**src/rtl/cache_pkg.sv**
```systemverilog
package cache_pkg;
  typedef enum logic [1:0] {
    ST_IDLE  = 2'd0,
    ST_WBACK = 2'd1,
    ST_FILL  = 2'd2
  } ctrl_state_t;
endpackage

```
**src/rtl/cache_tag_array.sv**
```systemverilog
module cache_tag_array #(
  parameter int NUM_LINES = 2,
  parameter int TAG_W     = 4,
  localparam int IDX_W    = (NUM_LINES > 1) ? $clog2(NUM_LINES) : 1
) (
  input  logic             clk,
  input  logic             rst_n,
  input  logic [IDX_W-1:0] rd_idx,
  output logic             rd_valid,
  output logic             rd_dirty,
  output logic [TAG_W-1:0] rd_tag,
  input  logic             fill_en,
  input  logic [IDX_W-1:0] wr_idx,
  input  logic [TAG_W-1:0] fill_tag,
  input  logic             fill_dirty,
  input  logic             mark_en
);
  logic [NUM_LINES-1:0] valid_vec;
  logic [NUM_LINES-1:0] dirty_vec;
  logic [TAG_W-1:0]     tag_vec [NUM_LINES];

  for (genvar i = 0; i < NUM_LINES; i++) begin : g_line
    logic             v_q;
    logic             d_q;
    logic [TAG_W-1:0] t_q;
    wire              sel = (wr_idx == IDX_W'(i));
    always_ff @(posedge clk) begin
      if (!rst_n) begin
        v_q <= 1'b0;
        d_q <= 1'b0;
        t_q <= '0;
      end else if (fill_en && sel) begin
        v_q <= 1'b1;
        d_q <= fill_dirty;
        t_q <= fill_tag;
      end else if (mark_en && sel) begin
        d_q <= 1'b1;
      end
    end
    assign valid_vec[i] = v_q;
    assign dirty_vec[i] = d_q;
    assign tag_vec[i]   = t_q;
  end

  assign rd_valid = valid_vec[rd_idx];
  assign rd_dirty = dirty_vec[rd_idx];
  assign rd_tag   = tag_vec[rd_idx];

  // a fill leaves the line valid with the requested modified state
  p_fill_state_r5: assert property (@(posedge clk) disable iff (!rst_n)
    fill_en |=> (valid_vec[$past(wr_idx)] && (dirty_vec[$past(wr_idx)] == $past(fill_dirty))
                 && (tag_vec[$past(wr_idx)] == $past(fill_tag))));
  // marking a line sets its modified flag
  p_mark_dirty_r6: assert property (@(posedge clk) disable iff (!rst_n)
    (mark_en && !fill_en) |=> dirty_vec[$past(wr_idx)]);
endmodule

```
**src/rtl/cache_data_array.sv**
```systemverilog
module cache_data_array #(
  parameter int NUM_LINES = 2,
  parameter int LINE_W    = 64,
  parameter int WORD_W    = 32,
  localparam int IDX_W    = (NUM_LINES > 1) ? $clog2(NUM_LINES) : 1,
  localparam int WPL      = LINE_W / WORD_W,
  localparam int WSEL_W   = (WPL > 1) ? $clog2(WPL) : 1
) (
  input  logic              clk,
  input  logic [IDX_W-1:0]  rd_idx,
  output logic [LINE_W-1:0] rd_line,
  input  logic [IDX_W-1:0]  wr_idx,
  input  logic              line_wr_en,
  input  logic [LINE_W-1:0] line_wr_data,
  input  logic              word_wr_en,
  input  logic [WSEL_W-1:0] word_sel,
  input  logic [WORD_W-1:0] word_wr_data
);
  logic [LINE_W-1:0] line_vec [NUM_LINES];

  for (genvar i = 0; i < NUM_LINES; i++) begin : g_line
    logic [LINE_W-1:0] l_q;
    wire               sel = (wr_idx == IDX_W'(i));
    always_ff @(posedge clk) begin
      if (line_wr_en && sel)
        l_q <= line_wr_data;
      else if (word_wr_en && sel)
        l_q[word_sel*WORD_W +: WORD_W] <= word_wr_data;
    end
    assign line_vec[i] = l_q;
  end

  assign rd_line = line_vec[rd_idx];
endmodule

```
**src/rtl/cache_ctrl.sv**
```systemverilog
module cache_ctrl
  import cache_pkg::*;
(
  input  logic clk,
  input  logic rst_n,
  input  logic cpu_req,
  input  logic lookup_hit,
  input  logic victim_dirty,
  input  logic mem_ack,
  output logic in_fill,
  output logic done,
  output logic ev_hit,
  output logic ev_clean,
  output logic ev_dirty,
  output logic mem_req,
  output logic mem_we,
  output logic fill_commit
);
  ctrl_state_t state_q, state_d;

  always_ff @(posedge clk) begin
    if (!rst_n) state_q <= ST_IDLE;
    else        state_q <= state_d;
  end

  always_comb begin
    state_d     = state_q;
    done        = 1'b0;
    ev_hit      = 1'b0;
    ev_clean    = 1'b0;
    ev_dirty    = 1'b0;
    mem_req     = 1'b0;
    mem_we      = 1'b0;
    fill_commit = 1'b0;
    unique case (state_q)
      ST_IDLE: if (cpu_req) begin
        if (lookup_hit) begin
          ev_hit = 1'b1;
          done   = 1'b1;
        end else if (victim_dirty) begin
          ev_dirty = 1'b1;
          state_d  = ST_WBACK;
        end else begin
          ev_clean = 1'b1;
          state_d  = ST_FILL;
        end
      end
      ST_WBACK: begin
        mem_req = 1'b1;
        mem_we  = 1'b1;
        if (mem_ack) state_d = ST_FILL;
      end
      ST_FILL: begin
        mem_req = 1'b1;
        if (mem_ack) begin
          fill_commit = 1'b1;
          done        = 1'b1;
          state_d     = ST_IDLE;
        end
      end
      default: state_d = ST_IDLE;
    endcase
  end

  assign in_fill = (state_q == ST_FILL);

  // one outcome per cycle
  p_one_outcome_r8: assert property (@(posedge clk) disable iff (!rst_n)
    $onehot0({ev_hit, ev_clean, ev_dirty}));
  // dirty miss starts with a write-back
  p_dirty_wback_r7: assert property (@(posedge clk) disable iff (!rst_n)
    ev_dirty |=> (mem_req && mem_we));
  // acknowledged write-back is followed by the block read
  p_wback_then_fill_r7: assert property (@(posedge clk) disable iff (!rst_n)
    (mem_req && mem_we && mem_ack) |=> (mem_req && !mem_we));
  // clean miss goes straight to the read
  p_clean_fill_r4: assert property (@(posedge clk) disable iff (!rst_n)
    ev_clean |=> (mem_req && !mem_we));
endmodule

```
**src/rtl/dm_wb_cache.sv**
```systemverilog
module dm_wb_cache #(
  parameter int ADDR_W     = 8,
  parameter int LINE_BYTES = 8,
  parameter int NUM_LINES  = 2,
  parameter int WORD_W     = 32,
  localparam int OFF_W     = $clog2(LINE_BYTES),
  localparam int IDX_W     = (NUM_LINES > 1) ? $clog2(NUM_LINES) : 1,
  localparam int TAG_W     = ADDR_W - IDX_W - OFF_W,
  localparam int LINE_W    = LINE_BYTES * 8,
  localparam int WB_W      = $clog2(WORD_W / 8),
  localparam int WPL       = LINE_W / WORD_W,
  localparam int WSEL_W    = (WPL > 1) ? $clog2(WPL) : 1
) (
  input  logic              clk,
  input  logic              rst_n,
  input  logic              cpu_req,
  input  logic              cpu_we,
  input  logic [ADDR_W-1:0] cpu_addr,
  input  logic [WORD_W-1:0] cpu_wdata,
  output logic [WORD_W-1:0] cpu_rdata,
  output logic              cpu_stall,
  output logic              cpu_done,
  output logic              acc_hit,
  output logic              acc_clean_miss,
  output logic              acc_dirty_miss,
  output logic              mem_req,
  output logic              mem_we,
  output logic [ADDR_W-1:0] mem_addr,
  output logic [LINE_W-1:0] mem_wdata,
  input  logic [LINE_W-1:0] mem_rdata,
  input  logic              mem_ack
);
  function automatic logic [TAG_W-1:0] addr_tag(input logic [ADDR_W-1:0] a);
    return a[ADDR_W-1 -: TAG_W];
  endfunction
  function automatic logic [IDX_W-1:0] addr_idx(input logic [ADDR_W-1:0] a);
    return a[OFF_W +: IDX_W];
  endfunction
  function automatic logic [WSEL_W-1:0] addr_wsel(input logic [ADDR_W-1:0] a);
    return a[WB_W +: WSEL_W];
  endfunction
  function automatic logic [ADDR_W-1:0] block_addr(input logic [TAG_W-1:0] t,
                                                   input logic [IDX_W-1:0] i);
    return {t, i, {OFF_W{1'b0}}};
  endfunction
  function automatic logic [LINE_W-1:0] merge_word(input logic [LINE_W-1:0] l,
                                                   input logic [WSEL_W-1:0] s,
                                                   input logic [WORD_W-1:0] w);
    logic [LINE_W-1:0] r;
    r = l;
    r[s*WORD_W +: WORD_W] = w;
    return r;
  endfunction

  wire [TAG_W-1:0]  req_tag  = addr_tag(cpu_addr);
  wire [IDX_W-1:0]  req_idx  = addr_idx(cpu_addr);
  wire [WSEL_W-1:0] req_wsel = addr_wsel(cpu_addr);

  logic              line_valid, line_dirty;
  logic [TAG_W-1:0]  line_tag;
  logic [LINE_W-1:0] line_data;
  logic              lookup_hit, victim_dirty;
  logic              in_fill, done, fill_commit, ctrl_mem_we;
  logic              store_hit;
  logic [LINE_W-1:0] fill_line;

  assign lookup_hit   = line_valid && (line_tag == req_tag);
  assign victim_dirty = line_valid && line_dirty;

  cache_ctrl u_ctrl (
    .clk          (clk),
    .rst_n        (rst_n),
    .cpu_req      (cpu_req),
    .lookup_hit   (lookup_hit),
    .victim_dirty (victim_dirty),
    .mem_ack      (mem_ack),
    .in_fill      (in_fill),
    .done         (done),
    .ev_hit       (acc_hit),
    .ev_clean     (acc_clean_miss),
    .ev_dirty     (acc_dirty_miss),
    .mem_req      (mem_req),
    .mem_we       (ctrl_mem_we),
    .fill_commit  (fill_commit)
  );

  assign store_hit = acc_hit && cpu_we;
  assign fill_line = cpu_we ? merge_word(mem_rdata, req_wsel, cpu_wdata) : mem_rdata;

  cache_tag_array #(.NUM_LINES(NUM_LINES), .TAG_W(TAG_W)) u_tags (
    .clk        (clk),
    .rst_n      (rst_n),
    .rd_idx     (req_idx),
    .rd_valid   (line_valid),
    .rd_dirty   (line_dirty),
    .rd_tag     (line_tag),
    .fill_en    (fill_commit),
    .wr_idx     (req_idx),
    .fill_tag   (req_tag),
    .fill_dirty (cpu_we),
    .mark_en    (store_hit)
  );

  cache_data_array #(.NUM_LINES(NUM_LINES), .LINE_W(LINE_W), .WORD_W(WORD_W)) u_data (
    .clk          (clk),
    .rd_idx       (req_idx),
    .rd_line      (line_data),
    .wr_idx       (req_idx),
    .line_wr_en   (fill_commit),
    .line_wr_data (fill_line),
    .word_wr_en   (store_hit),
    .word_sel     (req_wsel),
    .word_wr_data (cpu_wdata)
  );

  assign mem_we    = ctrl_mem_we;
  assign mem_addr  = in_fill ? block_addr(req_tag, req_idx) : block_addr(line_tag, req_idx);
  assign mem_wdata = line_data;
  assign cpu_done  = done;
  assign cpu_stall = cpu_req && !done;
  assign cpu_rdata = in_fill ? mem_rdata[req_wsel*WORD_W +: WORD_W]
                             : line_data[req_wsel*WORD_W +: WORD_W];

  // processor addresses are word aligned, memory addresses block aligned
  p_cpu_aligned_r1: assert property (@(posedge clk) disable iff (!rst_n)
    cpu_req |-> (cpu_addr[WB_W-1:0] == '0));
  p_mem_aligned_r1: assert property (@(posedge clk) disable iff (!rst_n)
    mem_req |-> (mem_addr[OFF_W-1:0] == '0));
  // a hit neither stalls nor touches memory
  p_hit_no_stall_r3: assert property (@(posedge clk) disable iff (!rst_n)
    acc_hit |-> (!cpu_stall && !mem_req));
  // request held until acknowledged
  p_req_hold_r9: assert property (@(posedge clk) disable iff (!rst_n)
    (mem_req && !mem_ack) |=> (mem_req && $stable(mem_addr) && $stable(mem_we)));
  // stall and done never overlap
  p_stall_done_r11: assert property (@(posedge clk) disable iff (!rst_n)
    !(cpu_stall && cpu_done));
endmodule

```
**config.mk**
```make
export PLATFORM = sky130hd
export DESIGN_NAME = dm_wb_cache
export DESIGN_NICKNAME = d
export VERILOG_FILES = /design/src/rtl/cache_pkg.sv /design/src/rtl/cache_tag_array.sv /design/src/rtl/cache_data_array.sv /design/src/rtl/cache_ctrl.sv /design/src/rtl/dm_wb_cache.sv
export SDC_FILE = /design/constraint.sdc
export NUM_CORES = 1
export LEC_CHECK = 0
export ABC_AREA = 1
export BUFFER_PORTS_ARGS = -buffer_cell sky130_fd_sc_hd__buf_2
export CAP_MARGIN = 20
export CORE_MARGIN = 2
export CORE_UTILIZATION = 61
export CTS_BUF_LIST = sky130_fd_sc_hd__clkbuf_4 sky130_fd_sc_hd__clkbuf_8
export DETAILED_ROUTE_END_ITERATION = 10
export GPL_ROUTABILITY_DRIVEN = 0
export PLACE_DENSITY = 0.88
export SLEW_MARGIN = 20
export SYNTH_ARGS = -nofsm -noshare
export SYNTH_HDL_FRONTEND = slang
export SYNTH_HIERARCHICAL = 1
export SYNTH_SLANG_ARGS = --single-unit
export TNS_END_PERCENT = 10
```
**constraint.sdc**
```tcl
create_clock -name clk -period 6.2 [get_ports clk]
set_input_delay 1.24 -clock clk [delete_from_list [all_inputs] [get_ports clk]]
set_output_delay 1.24 -clock clk [all_outputs]
set_load 0.03 [all_outputs]
```
==> impl_metrics.csv <==
group,metric,value,unit
global_routing,grt_usage,0.320,
route,wl,27.7,mm
power,ir_drop,0.000177,V
global_routing,antenna_found_initial,1,
synth,syn_inst,1459,
timing,setup_slack,1.34,ns
route,routedWlPerCell,15.1,um
worst_setup_path,crit_fanout,80,
finish,finalNetCount,1723,
synth,synth_warnings,6,
floorplanning,die_area,0.0171,mm2
finish,final_layout_size_suffix_gt1_frac,0.166,
route,first_pass_iters,6,
route,drt_iter0_drc,1187,
route,vias,9914,
worst_setup_path,arrival,3.62,ns
global_routing,grt_max_degree,81,
synth,netlist_area,0.00979,mm2
worst_setup_path,r2r_slack,2.08,ns
timing,worst_pin_slew,1.09,ns
timing,hold_viol,0,
floorplanning,fp.dieW,131,um
finish,multi_input_area,0.00436,mm2
power,power_density,296,mW/mm2
finish,seqCellArea,0.00412,mm2
global_routing,grt_overflow,0,
hold_path,worstHoldPathType,"flop to flop",
worst_setup_path,crit_path_end_kind,"output pin",
timing,skew,0.00790,ns
route,antenna_left,0,
finish,area_growth,14.2,%
floorplanning,core,0.0158,mm2
clocking,clk-insertion-delay-late,0.46,ns
clocking,root_buffer,"clkbuf_8",
timing,period_minus_slack,4.86,ns
synth,syn_area_per_cell,6.71,um2
clocking,clockBufferDepth,2,
synth,synth_cell_type_count,25,
clocking,postCtsHoldBufs,0,
timing,fin_tns_setup,0,ns
route,vias_per_cell,5.39,
timing,slew_headroom,0.273,
finish,fillers,1297,
hold_path,hold_depth,2,
timing,finalSetupViolCount,0,
global_routing,grt_pass1_vias,8934,
clocking,clock-sinks,142,
timing,fin_crit_sh,0.783,
synth,yosys-top-cells-area,"edfxtp_1, nand2_1, o21ai_0",
place,preCtsSetupSlack,1.50,ns
floorplanning,io_pins,220,
worst_setup_path,start_kind,"primary input",
clocking,cts-buffers-inserted,17,
finish,stdcell_count,1840,
worst_setup_path,path_class,"primary input to output pin",
clocking,h-tree-depth,4,
place,hpwl,16.5,mm
floorplanning,rows,46,
timing,fmaxAchievable,206,MHz
timing,maxSlewViolCount,0,
worst_setup_path,cp_data_required_time,4.96,ns
timing,timing.hold.ws,0.453,ns
run_status,status,"completed",
worst_setup_path,r2r_cells,8,
clocking,cts_tree,"yes",
synth,synth.largest_area_cell,"edfxtp_1",
floorplanning,start_util,0.621,
place,portBuffers,214,
timing,rsz0062_at_grt,"false",
synth,synth.top_cell.area_share,0.392,
power,power_leakage,5.86,nW
job,cap_violations,0,
clocking,cts_setup_buffers,0,
route,drc,0,
clocking,cts-resized-gates,0,
floorplanning,die_h,131,um
global_routing,grt_pass1_wl,42.4,mm
synth,ys_ff_latch,142,
clocking,path_clk_slew,0.07,ns
place,dp_cells,1804,
synth,yosysSeqAreaShare,0.421,
[state kept, by name, summed over array words and instances (netlist names)]
signal	flops
u_ctrl/state_q	2
u_data/g_line.l_q	128
u_tags/g_line.d_q	2
u_tags/g_line.t_q	8
u_tags/g_line.v_q	2
[cells in the mapped netlist]
cell type,n
nand2_1,527
o21ai_0,210
inv_1,198
nor2_1,167
edfxtp_1,128
nand3_1,67
buf_2,43
o21ai_1,32
buf_4,18
buf_6,16
dfxtp_1,14
clkbuf_1,13
ha_1,5
a21oi_1,3
clkbuf_2,3
inv_2,3
nand2_4,3
nand2_2,2
clkinv_2,1
conb_1,1
inv_4,1
nor2_2,1
nor2_4,1
o211ai_1,1
or2_1,1
[worst max-delay path, cell delays in order]
cell,delay (ns)
buf_4,0.57
buf_4,0.67
nand2_1,0.12
o21ai_0,0.23
nor2_1,0.08
nor2_1,0.11
o21ai_0,0.10
o21ai_1,0.17
buf_2,0.24
[where the power goes]
group | total, W | internal [W] | switching, W
Sequential | 0.00114 | 0.00113 | 0.0000172
Combinational | 0.00125 | 0.000323 | 0.000930
Clock | 0.000914 | 0.000558 | 0.000356
[final timing paths]
path	from	endpoint
worst max-delay path	cpu_addr[3]	cpu_rdata[6]
worst min-delay path	u_tags/g_line[0].v_q$_SDFFE_PN0P_	u_tags/g_line[0].v_q$_SDFFE_PN0P_
worst max register to register	u_ctrl/state_q[0]$_SDFFE_PN0P_	u_data/g_line[1].l_q[4]$_DFFE_PP_
worst min register to register	u_tags/g_line[0].v_q$_SDFFE_PN0P_	u_tags/g_line[0].v_q$_SDFFE_PN0P_
[cell type report]
type | count | area share
Antenna cell | 2 | 0.000448
Clock buffer | 18 | 0.0216
Clock inverter | 14 | 0.0219
Inverter | 203 | 0.0686
Multi-Input combinational cell | 1023 | 0.390
Sequential cell | 142 | 0.369
Tap cell | 216 | 0.0242
Timing Repair Buffer | 222 | 0.105
[routing by layer]
metal,vias up,GRT usage,share of wire
met5,-,0,0
met4,0,0.155,0.030
met3,75,0.0594,0.10
met2,573,0.549,0.49
met1,4420,0.391,0.38
li1,4846,-,-
[kinds of logic after synthesis]
kind of cell    count (synthesis)  synth area share
fa+ha+maj                       5           0.00639
flops                         142             0.421
simple gates                  769             0.307
compound gates                246             0.126
buf+inv                       296             0.139
other cells                     1          0.000383
[placed cells by master (no fill, tap or decap), types with 2 or more instances in the layout]
cell	netlist	routed
edfxtp_1	128	128
buf_2	43	213
nand2_4	3	4
dfxtp_1	14	14
clkinv_1	0	3
nand3_1	67	67
diode_2	0	2
buf_16	0	2
a21oi_1	3	3
o21ai_1	32	32
buf_4	18	7
o21ai_0	210	210
inv_2	3	3
inv_1	198	197
ha_1	5	4
nand2_1	527	527
nor2_1	167	163
nor2_4	1	5
clkbuf_8	0	17
clkinv_2	1	5
bufinv_16	0	7
conb_1	1	3
[stage by stage]
| stage | area (um2) | util | power (W) |
|---|---|---|---|
| final | 11200 | 0.709 | 0.00331 |
| after global routing | 11200 | 0.709 | 0.00347 |
| after CTS | 11100 | 0.705 | 0.00329 |
| after detailed placement | 10600 | 0.674 | 0.00239 |
| after global placement | 10600 | 0.674 | 0.00236 |
| after floorplan | 9800 | - | 0.00210 |
Power figures use the tool's default switching activity.
